## src/rtl/srm_pkg.sv

```systemverilog
package srm_pkg;

  localparam int STATE_W = 2;

  typedef enum logic [STATE_W-1:0] {
    ST_IDLE  = 2'b00,
    ST_A     = 2'b01,   // "1" seen
    ST_AB    = 2'b10,   // "10" seen
    ST_ABA   = 2'b11    // "101" seen
  } srm_state_t;

  // Progress after accepting one bit
  function automatic srm_state_t srm_advance(input srm_state_t s, input logic b);
    srm_state_t n;
    unique case (s)
      ST_IDLE: n = b ? ST_A   : ST_IDLE;
      ST_A:    n = b ? ST_A   : ST_AB;
      ST_AB:   n = b ? ST_ABA : ST_IDLE;
      ST_ABA:  n = b ? ST_A   : ST_AB;
      default: n = ST_IDLE;
    endcase
    return n;
  endfunction

  // True when this bit closes the pattern
  function automatic logic srm_completes(input srm_state_t s, input logic b);
    return (s == ST_ABA) && b;
  endfunction

endpackage

```

## src/rtl/srm_parts.sv

```systemverilog
module srm_next
  import srm_pkg::*;
(
  input  srm_state_t cur,
  input  logic       valid,
  input  logic       din,
  output srm_state_t nxt,
  output logic       closes
);
  always_comb begin
    if (valid) begin
      nxt    = srm_advance(cur, din);
      closes = srm_completes(cur, din);
    end else begin
      nxt    = cur;
      closes = 1'b0;
    end
  end
endmodule

module srm_state_reg
  import srm_pkg::*;
(
  input  logic       clk,
  input  logic       rst,
  input  srm_state_t nxt,
  output srm_state_t cur
);
  always_ff @(posedge clk) begin
    if (rst) cur <= ST_IDLE;
    else     cur <= nxt;
  end
endmodule

module srm_out (
  input  logic rst,
  input  logic closes,
  output logic flag
);
  assign flag = closes & ~rst;
endmodule

```

## src/rtl/serial_match_fsm.sv

```systemverilog
module serial_match_fsm
  import srm_pkg::*;
(
  input  logic clk,
  input  logic rst,
  input  logic bit_valid,
  input  logic bit_in,
  output logic hit
);
  srm_state_t cur_state;
  srm_state_t nxt_state;
  logic       closes_now;

  srm_next u_next (
    .cur    (cur_state),
    .valid  (bit_valid),
    .din    (bit_in),
    .nxt    (nxt_state),
    .closes (closes_now)
  );

  srm_state_reg u_reg (
    .clk (clk),
    .rst (rst),
    .nxt (nxt_state),
    .cur (cur_state)
  );

  srm_out u_out (
    .rst    (rst),
    .closes (closes_now),
    .flag   (hit)
  );
endmodule

```

## config.mk

```make
export PLATFORM = sky130hd
export DESIGN_NAME = serial_match_fsm
export DESIGN_NICKNAME = d
export VERILOG_FILES = /design/src/rtl/srm_pkg.sv /design/src/rtl/srm_parts.sv /design/src/rtl/serial_match_fsm.sv
export SDC_FILE = /design/constraint.sdc
export NUM_CORES = 1
export LEC_CHECK = 0
export CORE_AREA = 2 2 39 41
export CTS_CLUSTER_SIZE = 24
export DETAILED_ROUTE_END_ITERATION = 8
export DIE_AREA = 0 0 41 43
export SLEW_MARGIN = 20
export SYNTH_ARGS = -nofsm -noshare
export SYNTH_HDL_FRONTEND = slang
export SYNTH_SLANG_ARGS = --single-unit
```

## constraint.sdc

```tcl
create_clock -name clk -period 2.1 [get_ports clk]
set_input_delay 0.42 -clock clk [delete_from_list [all_inputs] [get_ports clk]]
set_output_delay 0.42 -clock clk [all_outputs]
set_load 0.01 [all_outputs]
```

Word level (Yosys, flattened, before mapping)
Cells that the tools add are included.

storage, ports and cells
  bits in registers = 2
  logic and storage cells = 14
  output and inout bits = 1
  memory bits (writable) = 0
  bits of input ports = 4
  memories = 0
  bits in latches = 0
  ROM bits = 0

cells by class
  div/mod/pow operators = 0
  add/sub/neg operators = 0
  eq/ne operators = 3
  shifts and indexed selects = 0
  bitwise operators = 2
  mux-type cells = 5
  magnitude comparators = 0
  reduce and logical (&&, ||, !) cells = 3
  $mul = 0

operators by type and width
  operator            number
  $pmux 2 s3          1
  $eq 2x2->1 const B  2
  $mux 2              2
  $eq 2x1->1 const B  1
  $logic_not 2->1     1
  $mux 1              2
  $reduce_or 2->1     1
  $and 1x1->1         1
  $logic_and 1x1->1   1
  $not 1->1           1

Logic depth before layout (Yosys ltp)
  depth after elaboration = 4
  mapped depth = 3
  mapped depth without buffers = 3

Cells and area by module
Synthesis repeated with hierarchy kept, for this count alone.

unflattened totals
  cells, all modules = 11
  area, all modules = 110.1 µm²

by module, submodules not included
  module         sequential area each (µm²)  area an instance (µm²)  instances  cells each
  srm_state_reg  40.0                        52.6                    1          4
  srm_next       0.0                         43.8                    1          6
  srm_out        0.0                         13.8                    1          1

Least setup slack after synthesis
No wires, ideal clock.

  path type = input port to output port
  start point = input bit_in
  end point = output hit
  setup slack = 1.012 ns
  arrival time = 0.668 ns
  stages on the path = 2
  required time = 1.680 ns
  path buffers = 0
  path through = nand4_1 > nor2_1

between the ends
  cells in the longest elaborated chain, start to end = 3

ends and longest elaborated chain
  element             RTL line               source
  start: declaration  serial_match_fsm.sv:7  input logic bit_in,
  $logic_and 1x1->1   srm_pkg.sv:27          return (s == ST_ABA) && b;
  $mux 1              srm_parts.sv:11        if (valid) begin
  $and 1x1->1         srm_parts.sv:40        assign flag = closes & ~rst;
  end: declaration    serial_match_fsm.sv:8  output logic hit

Every way passes these cells.

Worst setup path in the final report
Same ends and word-level chain as after synthesis.

==> impl_results.md <==
- Commonest cells in the netlist: dfxtp_1 (2), nor2_1 (2)
- Gate power share: 10.3%
- Outcome: finished, final reports clean
- Max cap viols: 0
- Num rows: 14
- Tcrit/Tclk final: 80.1%
- Met1 Usage GRT: 4.47%
- Clk sinks: 2
- Layout cell share with drive strength beyond 1: 25.0%
- Crit path kind: in2out
- Ys async rst share: 0%
- Netlist cell types: 9
- Vias: 108
- Clock network fraction of total power: 61.0%
- Sequential fraction of design power: 28.8%
- H-tree levels: 1
- Antenna fix cells: 0
- Grt peak-use layer: met4
- GR Util met2: 4.06%
- Static Leak: 0.0000943 µW
- Worst EP required: 1.68 ns
- Reg clk slew, reported paths: 0.03 ns
- Area leader, netlist: dfxtp_1
- CP max stage delay: 0.49 ns
- Met3 GRT Util: 3.14%
- Fill count: 160
- Seq/Total Area, Yosys: 43.8%
- Routed wire length: 247 µm
- Dpl ws: 0.0445 ns
- Die span in x: 41 µm
- Yosys reg bits: 2
- DR vias/cell: 3.00
- WL/cell: 6.86 µm
- Drt first pass iters: 1
- Total CTS buffers: 3
- Largest register FFs: 2
- Core area: 0.00138 mm²
- Reg2Reg Setup Slack: 1.38 ns
- Sw Share: 21.0%
- Port Buf Inserts: 4
- Final setup TNS: 0 ns
- Synth Warn #: 0
- Total I/O pin count: 5
- Crit-path max FO: 2
- Hold WC Path Type: reg2reg
- Worst hold stages: 2
- # nets final: 26
- Number of synthesized flops with an enable pin: 0
- VDD IR max: 118 µV
- Largest net degree at the start of global routing: 5
- Placed cells: 33
- Setup bufs post-CTS: 0
- Worst-Skew Late Latency: 0.23 ns
- Hold Violations, Final: 0
- Post-route DRC violation count: 0
- Initial core utilization: 6.60%
- Area contributors post-synth: dfxtp_1 (44%), mux2i_1 (11%), nand3b_1 (8.2%), nor2_1 (8.2%), nand4_1 (6.8%)
- DP HPWL: 163 µm
- Fin util: 13.8%
- Total die area: 0.00176 mm²
- Critical path buffer and inverter count: 2
- Pwr dens: 746 mW/mm²
- Clock Skew: 0.00396 ns
- Family with the most delay on the worst path: buffers and inverters
- First-pass GRT wire length: 434 µm
- Non-Filler Instances: 36
- Yosys top cell area share: 43.8%
- Chip height: 43 µm
- Total grt overflow: 0
- Cell Area, Synth: 91.3 µm²
- Initial DRC Count: 0
- Reg2Reg Depth: 3
- Final setup fails: 0
- Syn_area_per_cell: 8.30 µm²
- Top_reg_cell synth: dfxtp_1
- Startpoint Class: input pin
- RSZ-0062 raised after global routing: false
- Post-CTS sizing: 0
- Setup ws final: 0.418 ns
- Hold Buf Count CTS: 0
- Initial antenna violation count: 0
- Max Transition Viols Final: 0
- Clk buf depth: 2
- Critical path's slowest cell: clkdlybuf4s50_1
- Internal power: 113 µW
- Gr usage total: 4.51%
- Detail Route Antenna Nets: 0
- Syn_nets: 15
- Min Tclk post-route: 1.68 ns
- Crit. End Element: output pin
- CP arrival: 1.26 ns
- Slew margin rel.: 92.1%
- Sw Pwr: 30.0 µW
- Crit path cell chain: clkdlybuf4s50_1 -> nand4_1 -> nor2_1 -> dlymetal6s2s_1
- Most flop-heavy register: u_reg.cur
- Vias in the first global route: 121
- Area delta synth->final: 110%
- Top Registers: u_reg.cur x2
- Fmax: 0.594 GHz
- CTS tree: yes
- Stages on worst setup path: 4
- Root Driver: clkbuf_4
- Routability cong.: 0.493
- Actual slew at the worst max-slew pin: 0.115 ns
- Post-synthesis cell count: 11
-- layout by cell type (no fill, tap or decap) --
master | netlist | layout
clkbuf_4 | 0 | 3
dfxtp_1 | 2 | 2
nor2_1 | 2 | 2
mux2i_1 | 1 | 1
dlymetal6s2s_1 | 0 | 1
nor2b_1 | 1 | 1
buf_4 | 0 | 2
inv_1 | 1 | 1
a21oi_1 | 1 | 1
nand4_1 | 1 | 1
nand3b_1 | 1 | 1
o21ai_1 | 1 | 1
clkdlybuf4s50_1 | 0 | 3
-- stage by stage --
stage / hold slack (ns) / instance area, µm² / power [µW]
floorplan: 0.449 / 91.3 / 45.1
detailed placement: 0.486 / 166 / 56.2
CTS: 0.490 / 189 / 148
finish: 0.493 / 191 / 143
global route: 0.513 / 191 / 158
global placement: 0.479 / 166 / 55.9
-- tightest hold or removal path, cell delays in order, from the launching register on --
cell	delay, ns
dfxtp_1	0.30
o21ai_1	0.07
a21oi_1	0.07
-- metal layers --
metal / up-vias / wire, µm
li1: 56 / -
met1: 41 / 109
met2: 8 / 70
met3: 3 / 44
met4: 0 / 23
met5: - / 0
-- worst paths after layout --
path | from | end
worst max-delay path | bit_in | hit
worst min register to register | u_reg.cur[1]$_SDFFE_PP0P_ | u_reg.cur[1]$_SDFFE_PP0P_
worst max register to register | u_reg.cur[0]$_SDFFE_PP0P_ | u_reg.cur[1]$_SDFFE_PP0P_
worst min-delay path | u_reg.cur[1]$_SDFFE_PP0P_ | u_reg.cur[1]$_SDFFE_PP0P_
-- power groups by stage --
stage               clock network (µW)  logic [µW]  registers [µW]
floorplan                            0        3.77            41.4
global placement                     0        14.3            41.6
detailed placement                   0        14.6            41.6
CTS                               92.3        14.8            41.1
global route                       101        16.3            41.5
finish                            87.1        14.7            41.1
-- layout make-up --
cell class              count  area [µm²]  area share (%)
clock buffers               3        22.5            11.8
inverters                   1        3.75            1.96
multi-input cells           8        47.5            24.8
well taps                  16        20.0            10.5
flip-flops and latches      2        40.0            20.9
repair buffers              6        57.6            30.1
-- cells by family (layout without fill, tap and decap cells) --
group / Yosys count / in the layout / synth area share, %
AOI/OAI and AO/OA: 2 / 2 / 10.9
buffers and inverters: 1 / 10 / 4.11
DFF: 2 / 2 / 43.8
muxes: 1 / 1 / 11.0
and+or+nand+nor: 5 / 5 / 30.2
Power figures use the tool's default switching activity.
